### config.mk
export PLATFORM = sky130hd
export DESIGN_NAME = uart_core
export DESIGN_NICKNAME = d
export VERILOG_FILES = /design/src/rtl/uart_pkg.sv /design/src/rtl/uart_tx.sv /design/src/rtl/uart_rx.sv /design/src/rtl/uart_core.sv
export SDC_FILE = /design/constraint.sdc
export NUM_CORES = 1
export LEC_CHECK = 0
export BUFFER_PORTS_ARGS = -buffer_cell sky130_fd_sc_hd__buf_2
export CORE_UTILIZATION = 60
export DETAILED_ROUTE_END_ITERATION = 8
export GPL_ROUTABILITY_DRIVEN = 0
export PLACE_DENSITY = 0.83
export SLEW_MARGIN = 5
export SYNTH_ARGS = -nofsm -noshare
export SYNTH_HDL_FRONTEND = slang
export SYNTH_SLANG_ARGS = --single-unit
### constraint.sdc
create_clock -name clk_i -period 4 [get_ports clk_i]
set_input_delay 0.2 -clock clk_i [delete_from_list [all_inputs] [get_ports clk_i]]
set_output_delay 0.2 -clock clk_i [all_outputs]
set_load 0.05 [all_outputs]
### src/rtl/uart_pkg.sv
package uart_pkg;
  localparam int unsigned ADDR_W = 2;
  localparam int unsigned REG_W  = 8;

  typedef enum logic [ADDR_W-1:0] {
    SEL_CTRL = 2'd0,
    SEL_DATA = 2'd1,
    SEL_STAT = 2'd2
  } reg_sel_e;

  // control register bit positions
  localparam int unsigned C_TXF = 0;
  localparam int unsigned C_RXF = 1;
  localparam int unsigned C_TB8 = 2;
  localparam int unsigned C_RB8 = 3;
  localparam int unsigned C_REN = 4;
  localparam int unsigned C_MPE = 5;
  localparam int unsigned C_M9  = 6;
  localparam int unsigned C_IE  = 7;

  typedef enum logic {RX_IDLE = 1'b0, RX_RUN = 1'b1} rx_st_e;
endpackage

### src/rtl/uart_tx.sv
module uart_tx #(
  parameter int unsigned DW  = 8,
  parameter int unsigned OSR = 16
) (
  input  logic          clk_i,
  input  logic          rst_ni,
  input  logic          tick_i,
  input  logic          load_i,
  input  logic [DW-1:0] data_i,
  input  logic          nine_i,
  input  logic          bit8_i,
  output logic          txd_o,
  output logic          done_o
);
  localparam int unsigned FW = DW + 3;
  localparam int unsigned CW = $clog2(OSR);
  localparam int unsigned NW = $clog2(FW + 1);

  logic [FW-1:0] sh_q;
  logic [CW-1:0] os_q;
  logic [NW-1:0] left_q;
  logic          busy_q;
  logic          bit_end;

  assign bit_end = busy_q && tick_i && (os_q == CW'(OSR - 1));

  always_ff @(posedge clk_i or negedge rst_ni) begin
    if (!rst_ni) begin
      sh_q   <= '1;
      os_q   <= '0;
      left_q <= '0;
      busy_q <= 1'b0;
    end else if (load_i) begin
      sh_q   <= nine_i ? {1'b1, bit8_i, data_i, 1'b0} : {2'b11, data_i, 1'b0};
      left_q <= nine_i ? NW'(FW) : NW'(FW - 1);
      os_q   <= '0;
      busy_q <= 1'b1;
    end else if (busy_q && tick_i) begin
      if (bit_end) begin
        os_q   <= '0;
        sh_q   <= {1'b1, sh_q[FW-1:1]};
        left_q <= left_q - NW'(1);
        if (left_q == NW'(1)) busy_q <= 1'b0;
      end else begin
        os_q <= os_q + CW'(1);
      end
    end
  end

  assign txd_o  = busy_q ? sh_q[0] : 1'b1;
  assign done_o = bit_end && (left_q == NW'(1)) && !load_i;

  assert_start_low_R2: assert property (@(posedge clk_i) disable iff (!rst_ni)
    load_i |=> !txd_o);
  assert_end_on_tick_R2: assert property (@(posedge clk_i) disable iff (!rst_ni)
    $fell(busy_q) |-> $past(tick_i));
endmodule

### src/rtl/uart_rx.sv
module uart_rx
  import uart_pkg::*;
#(
  parameter int unsigned DW  = 8,
  parameter int unsigned OSR = 16
) (
  input  logic          clk_i,
  input  logic          rst_ni,
  input  logic          tick_i,
  input  logic          rxd_i,
  input  logic          en_i,
  input  logic          nine_i,
  output logic          valid_o,
  output logic [DW-1:0] data_o,
  output logic          bit8_o
);
  localparam int unsigned CW  = $clog2(OSR);
  localparam int unsigned IW  = $clog2(DW + 3);
  localparam int unsigned MID = OSR / 2 - 1;

  logic [1:0]    sync_q;
  logic          rx_s;
  rx_st_e        st_q;
  logic [CW-1:0] os_q;
  logic [IW-1:0] idx_q;
  logic [DW:0]   sr_q;
  logic          v0_q, v1_q, valid_q;
  logic          vote;
  logic [IW-1:0] last_idx;

  assign rx_s     = sync_q[1];
  assign vote     = (v0_q & v1_q) | (v0_q & rx_s) | (v1_q & rx_s);
  assign last_idx = nine_i ? IW'(DW + 2) : IW'(DW + 1);

  always_ff @(posedge clk_i or negedge rst_ni) begin
    if (!rst_ni) sync_q <= 2'b11;
    else         sync_q <= {sync_q[0], rxd_i};
  end

  always_ff @(posedge clk_i or negedge rst_ni) begin
    if (!rst_ni) begin
      st_q    <= RX_IDLE;
      os_q    <= '0;
      idx_q   <= '0;
      sr_q    <= '0;
      v0_q    <= 1'b1;
      v1_q    <= 1'b1;
      valid_q <= 1'b0;
    end else begin
      valid_q <= 1'b0;
      if (tick_i) begin
        if (st_q == RX_IDLE) begin
          if (en_i && !rx_s) begin
            st_q  <= RX_RUN;
            os_q  <= CW'(1);
            idx_q <= '0;
          end
        end else begin
          if (os_q == CW'(OSR - 1)) begin
            os_q  <= '0;
            idx_q <= idx_q + IW'(1);
          end else begin
            os_q <= os_q + CW'(1);
          end
          if (os_q == CW'(MID))     v0_q <= rx_s;
          if (os_q == CW'(MID + 1)) v1_q <= rx_s;
          if (os_q == CW'(MID + 2)) begin
            if (idx_q == '0) begin
              if (vote) st_q <= RX_IDLE;  // false start
            end else begin
              if (idx_q <= IW'(DW + 1)) sr_q <= {vote, sr_q[DW:1]};
              if (idx_q == last_idx) begin
                valid_q <= 1'b1;
                st_q    <= RX_IDLE;
              end
            end
          end
        end
      end
    end
  end

  assign valid_o = valid_q;
  assign data_o  = sr_q[DW-1:0];
  assign bit8_o  = sr_q[DW];

  assert_valid_after_tick_R5: assert property (@(posedge clk_i) disable iff (!rst_ni)
    valid_q |-> $past(tick_i));
  assert_no_start_when_off_R5: assert property (@(posedge clk_i) disable iff (!rst_ni)
    ($past(st_q) == RX_IDLE) && (st_q == RX_RUN) |-> $past(en_i));
endmodule

### src/rtl/uart_core.sv
module uart_core
  import uart_pkg::*;
#(
  parameter int unsigned DW  = 8,
  parameter int unsigned OSR = 16
) (
  input  logic              clk_i,
  input  logic              rst_ni,
  input  logic              tick_i,
  input  logic              rxd_i,
  output logic              txd_o,
  input  logic              wr_i,
  input  logic [ADDR_W-1:0] addr_i,
  input  logic [DW-1:0]     wdata_i,
  output logic [DW-1:0]     rdata_o,
  output logic              irq_o
);
  logic          wr_ctrl, wr_data, wr_stat;
  logic          tx_evt, rx_valid, rx_bit8, accept;
  logic [DW-1:0] rx_data;
  logic          txf_q, rxf_q, tb8_q, rb8_q, ren_q, mpe_q, m9_q, ie_q, ovr_q;
  logic [DW-1:0] rbuf_q;
  logic [REG_W-1:0] ctrl_v;

  assign wr_ctrl = wr_i && (addr_i == SEL_CTRL);
  assign wr_data = wr_i && (addr_i == SEL_DATA);
  assign wr_stat = wr_i && (addr_i == SEL_STAT);

  uart_tx #(.DW(DW), .OSR(OSR)) i_tx (
    .clk_i, .rst_ni, .tick_i,
    .load_i (wr_data),
    .data_i (wdata_i),
    .nine_i (m9_q),
    .bit8_i (tb8_q),
    .txd_o,
    .done_o (tx_evt)
  );

  uart_rx #(.DW(DW), .OSR(OSR)) i_rx (
    .clk_i, .rst_ni, .tick_i, .rxd_i,
    .en_i    (ren_q),
    .nine_i  (m9_q),
    .valid_o (rx_valid),
    .data_o  (rx_data),
    .bit8_o  (rx_bit8)
  );

  // multiprocessor filter drops frames with ninth bit 0
  assign accept = rx_valid && !(m9_q && mpe_q && !rx_bit8);

  always_ff @(posedge clk_i or negedge rst_ni) begin
    if (!rst_ni) begin
      {txf_q, rxf_q, tb8_q, rb8_q, ren_q, mpe_q, m9_q, ie_q, ovr_q} <= '0;
      rbuf_q <= '0;
    end else begin
      if (wr_ctrl) begin
        tb8_q <= wdata_i[C_TB8];
        ren_q <= wdata_i[C_REN];
        mpe_q <= wdata_i[C_MPE];
        m9_q  <= wdata_i[C_M9];
        ie_q  <= wdata_i[C_IE];
      end
      if (tx_evt)                          txf_q <= 1'b1;
      else if (wr_ctrl && !wdata_i[C_TXF]) txf_q <= 1'b0;
      if (accept) begin
        rbuf_q <= rx_data;
        rb8_q  <= rx_bit8;
        rxf_q  <= 1'b1;
        if (rxf_q) ovr_q <= 1'b1;
      end else begin
        if (wr_ctrl && !wdata_i[C_RXF]) rxf_q <= 1'b0;
        if (wr_stat && !wdata_i[0])     ovr_q <= 1'b0;
      end
    end
  end

  assign ctrl_v = {ie_q, m9_q, mpe_q, ren_q, rb8_q, tb8_q, rxf_q, txf_q};

  always_comb begin
    unique case (addr_i)
      SEL_CTRL: rdata_o = DW'(ctrl_v);
      SEL_DATA: rdata_o = rbuf_q;
      SEL_STAT: rdata_o = DW'(ovr_q);
      default:  rdata_o = '0;
    endcase
  end

  assign irq_o = ie_q && (txf_q || rxf_q);

  assert_txf_sw_clear_R4: assert property (@(posedge clk_i) disable iff (!rst_ni)
    $fell(txf_q) |-> $past(wr_ctrl && !wdata_i[C_TXF]));
  assert_rxf_sw_clear_R5: assert property (@(posedge clk_i) disable iff (!rst_ni)
    $fell(rxf_q) |-> $past(wr_ctrl && !wdata_i[C_RXF]));
  assert_rxf_set_by_frame_R5: assert property (@(posedge clk_i) disable iff (!rst_ni)
    $rose(rxf_q) |-> $past(rx_valid));
  assert_mp_discard_R7: assert property (@(posedge clk_i) disable iff (!rst_ni)
    (rx_valid && m9_q && mpe_q && !rx_bit8 && !rxf_q) |=> !rxf_q);
  assert_overrun_cause_R10: assert property (@(posedge clk_i) disable iff (!rst_ni)
    $rose(ovr_q) |-> $past(rxf_q && rx_valid));
  assert_irq_gated_R11: assert property (@(posedge clk_i) disable iff (!rst_ni)
    irq_o |-> ie_q);
endmodule

---- Word level (Yosys, flattened, before mapping) ----
Index checks and enable logic that the tools add are counted.
storage, ports and cells
  word-level logic and storage cells ...... 125
  flip-flop bits (word level) ............. 60
cells by class
  muxes and demuxes ....................... 42
  order comparisons ....................... 1
  bitwise logic cells ..................... 6
  equality and inequality tests ........... 11
  reductions and logical operators ........ 39
  $add $sub $neg .......................... 4
operators by type and width
  operator                                                            count
  4-bit two-way mux                                                   12
  11-bit two-way mux                                                  3
  1-bit two-way mux                                                   24
  8-bit case mux with 3 select lines                                  1
  4-bit == test, second input constant                                4
  1-bit logical AND                                                   15
  2-bit nonzero test                                                  7
  4-bit by 1-bit adder with 4-bit output, second input constant       3
  3-bit AND reduction                                                 4
  10-bit two-way mux                                                  1
  1-bit logical NOT                                                   6
  2-bit AND reduction                                                 3
  5-bit AND reduction                                                 1
  4-bit by 1-bit == test with 1-bit output, second input constant     1
  4-bit by 3-bit == test with 1-bit output, second input constant     1
  4-bit == test                                                       1
  4-bit less-or-equal comparator, second input constant               1
  4-bit logical NOT                                                   1
  4-bit by 1-bit subtractor with 4-bit output, second input constant  1
  1-bit bitwise AND                                                   3
  2-bit by 1-bit == test with 1-bit output, second input constant     1
  2-bit == test, second input constant                                1
  2-bit logical NOT                                                   1
  2-bit two-way mux                                                   1
  5 further kinds                                                     6

---- Logic depth before layout (Yosys ltp) ----
  word-level depth ........................ 7
  mapped depth ............................ 6
  depth with buffers taken out ............ 6

---- By module ----
A second synthesis with hierarchy kept.
unflattened totals
  cell total of the unflattened synthesis .. 266
  area, all modules ....................... 3039.2 µm²
by module, submodules not included
  module     cells each  instances  area an instance (µm²)
  uart_rx    97          1          1187.4
  uart_tx    104         1          1022.2
  uart_core  65          1          829.5

---- Worst setup path before layout ----
OpenSTA, ideal clock, no wires.
  path type ............................... input -> output
  start point ............................. input port addr_i[0]
  end point ............................... output port rdata_o[0]
  setup slack ............................. 2241 ps
  data required time ...................... 3800 ps
  stages on the path ...................... 3
  arrival ................................. 1559 ps
  cells stage by stage .................... clkbuf_1 mux2i_1 o21ai_0
on the way
  cells in the longest elaborated chain, start to end .. 2
  elaborated cells between the ends (all ways) .. 4
  those cells by class .................... eq/ne: 2; mux: 1; reduce/logical: 1
ends and longest elaborated chain
  item                                    line             text
  start, declared                         uart_core.sv:13  input logic [ADDR_W-1:0] addr_i,
  2-bit == test (tied with other cells)   uart_core.sv:80  unique case (addr_i)
  8-bit case mux with 3 select lines (*)  uart_core.sv:80
  end, declared                           uart_core.sv:15  output logic [DW-1:0] rdata_o,
Mark *: on every way between the ends. The rest lies on a longest branch, timed or not.

---- Worst setup path after layout ----
  start point ............................. register i_rx.idx_q[0]
  end point ............................... register i_rx.sr_q[0]
on the way
  cells in the longest elaborated chain, start to end .. 3
  elaborated cells between the ends (all ways) .. 4
  those cells by class .................... order compare: 1; bitwise: 1; reduce/logical: 2
ends and longest elaborated chain
  item                                                                                    line           text
  start, declared                                                                         uart_rx.sv:25  logic [IW-1:0] idx_q;
  start signal, assigned                                                                  uart_rx.sv:61  idx_q <= idx_q + IW'(1);
  parallel branches: the longest is 2 deep, another holds 4-bit less-or-equal comparator  -
  5-bit AND reduction (no line) (*)                                                       -
  end signal, assigned                                                                    uart_rx.sv:71  if (idx_q <= IW'(DW + 1)) sr_q <= {vote, sr_q[DW:1]};
  end, declared                                                                           uart_rx.sv:26  logic [DW:0] sr_q;
Every way passes the cells marked *.
A chain may end at the register's enable or synchronous reset.

==> run metrics <==
minimum clock period=between 2000 and 2500 ps; Max FO, Critical Path=9; # DRC=3; DIE HEIGHT=between 70 and 80 um; top post-synthesis cells by area=dfrtp_1, dfstp_2, mux2_2; Synth top area share=0.392; share of post-route cells with drive strength above 1=0.264; CP Capture Type=register; IR Drop Worst-Case VDD=0.400 mV; initial drt markers=about 160; largest net degree at the start of global routing=60; Die Area=5070 um2; first-pass GRT wire length=between 9 and 10 mm; crit path cell chain=inv_1 > ha_1 > o211a_1 > o21bai_1 > mux2_4; vias in the first global route=just under 2000; Max Fclk=roughly 440 MHz; PwrDens=544 nW/um2; diode count=0; cts bufs inserted=9; Yosys cell types=between 40 and 50; CORE AREA=approximately 4500 um2; port bufs=24; # rows=24; # IOs=25; Pre-Repair DR Iteration Count=6; most numerous cell in the Yosys netlist=dfrtp_1; Syn Area/Cell=~11 um2; clk_skew=6.56 ps; syn nets=290; # Post-CTS Setup Buffers=0; LEAKAGE=~1.5 nW; DR vias=2056; Final period util=0.575; Routed WL per cell=15.9 um; Arr. time, crit path=2520 ps; Synth Register Bits=59; Critical-path top delay cell=o21bai_1; CTS Hold Buffers Added=1; initial antenna violation count=0; Clk Tree Root Cell=clkbuf_8; top_reg_cell synth=dfrtp_1; Mapped Area=2870 um2; Final setup viols=0; final cell count without fillers=about 350; RSZ-0062 raised after global routing=false; GRT Util Overall=0.247; Min Hold Slack=between 0.7 and 0.8 ps; met1 Use GR=0.331; failing checks=DRC; Clk Latency, worst-skew pair=approximately 340 ps; status=finished, violations left; Sum Neg Setup Slack=0 ps; dpl cells=approximately 330; max_cap viols=0; Post-Syn Instances=approximately 270; Cell Area, Placed=just over 3000 um2; dominant cell type by area after synthesis=dfrtp_1; Final Hold Fails=0; worst hold path class=primary input to async pin; Tot Pwr=around 1.7 mW; Core Util, Final=0.713; total of warnings raised by yosys=0; nets=around 320; H-tree Lvls=3; Routed Antenna Nets=0; PostCTS Resize Cnt=0; Worst Max-Slew Pin Slew=~1100 ps; dpl hpwl=3.81 mm; WP data required=4220 ps; fin area=between 3000 and 4000 um2; final worst setup slack=1700 ps; Reg-to-Reg Start=i_rx.idx_q[0]; max-slew violations=0; CP startpoint=i_rx.idx_q[0]; CTS sink cnt=59; WL final=between 5 and 6 mm; worst slack, placed=1770 ps; Horiz. Die Dim=71.2 um; commonest cells in the netlist=dfrtp_1, nand2_1, nand3_1; Post-synth ARST share=1.00; WS Path Type=register to register; met3 Usage GRT=0.0689; busiest grt layer=met2; total congestion overflow=0; Initial Util=0.642; GR Layer Usage met2=0.374; Synth-to-Final Area Change=11.0%; number of synthesized flops with an enable pin=0; slowest cell delay on critical path=roughly 900 ps; DR vias/cell=just under 6; CTS tree=yes; Max Buffers Root-to-Sink=2; Critical Path Source Type=register; relative slew slack=0.240; clock slew at reported path FFs=60 ps; register area share after synthesis=0.520
per-layer routing:
layer | share of wire | up-vias | wire length (um)
li1 | - | 991 | -
met4 | 0.026 | 0 | 143
met3 | 0.037 | 17 | 207
met1 | 0.45 | 999 | 2470
met2 | 0.49 | 49 | 2710
met5 | 0 | - | 0
kinds of logic after synthesis:
family	Yosys count	share of synthesized area
xor gates and xnor gates	5	0.0152
adders and majority gates	11	0.0470
AOI/OAI and AO/OA	41	0.0940
and+or+nand+nor	95	0.157
DFF	59	0.520
buffers and inverters	22	0.0331
muxes	32	0.134
cell type report:
| cell class | instances | area (um2) |
|---|---|---|
| timing repair buffer | 27 | 145 |
| inverter | 10 | 37.5 |
| sequential | 59 | 1490 |
| multi-input combinational | 184 | 1280 |
| tap | 52 | 65.1 |
| clock inverter | 3 | 15.0 |
| clock buffer | 13 | 149 |
| fill | 318 | 1280 |
worst max-delay path: cells and delay by family (launching register included):
kind	cells	cell delay, ps
mux	1	360
fa+ha+maj	1	220
buf+inv	1	120
flops	1	410
compound gates	2	1080
worst paths after layout:
path,slack (ps),cells past startpoint,endpoint
setup / recovery,1700,5,i_rx.sr_q[0]
hold / removal,0.8,2,i_tx.busy_q
setup reg to reg,1700,5,i_rx.sr_q[0]
hold reg to reg,360,0,i_rx.sync_q[1]
max in group asynchronous,3530,2,i_rx.os_q[1]
min in group clk_i,80,3,i_tx.sh_q[2]
power breakdown:
part	switching, mW	internal [mW]	leakage (nW)
Clock	0.216	0.239	0.0872
Combinational	0.229	0.195	0.728
Sequential	0.128	0.729	0.720
Total	0.573	1.16	1.54
registers in the layout (all words and copies together) (netlist names), 2 cells and up:
register and count:
i_tx.os_q 4, i_rx.sr_q 9, i_tx.sh_q 10, i_rx.idx_q 4
i_rx.os_q 4, rbuf_q 8, i_tx.left_q 4, i_rx.sync_q 2
cell usage in the layout (no fill, tap or decap), drive strengths merged, types with 2 or more instances in the layout:
| cell type | Yosys | routed |
|---|---|---|
| mux2 | 24 | 24 |
| inv | 10 | 10 |
| a211oi | 2 | 2 |
| nor2 | 18 | 18 |
| nor3 | 6 | 6 |
| dfstp | 14 | 14 |
| nand3 | 26 | 26 |
| xor2 | 2 | 2 |
| nand2 | 27 | 27 |
| o31ai | 3 | 3 |
| a22o | 4 | 4 |
| nor2b | 3 | 3 |
| clkbuf | 7 | 13 |
| or3 | 2 | 2 |
| a21o | 2 | 2 |
| dfrtp | 45 | 45 |
| a21oi | 7 | 7 |
| nand2b | 2 | 2 |
| o311ai | 2 | 2 |
| nand4 | 4 | 4 |
| a31oi | 4 | 4 |
| xnor2 | 3 | 3 |
| o21ai | 11 | 11 |
| clkinv | 0 | 3 |
| mux2i | 8 | 8 |
| nand3b | 2 | 2 |
| buf | 5 | 26 |
| ha | 10 | 10 |
No activity file was read; power rests on OpenSTA's default activity.
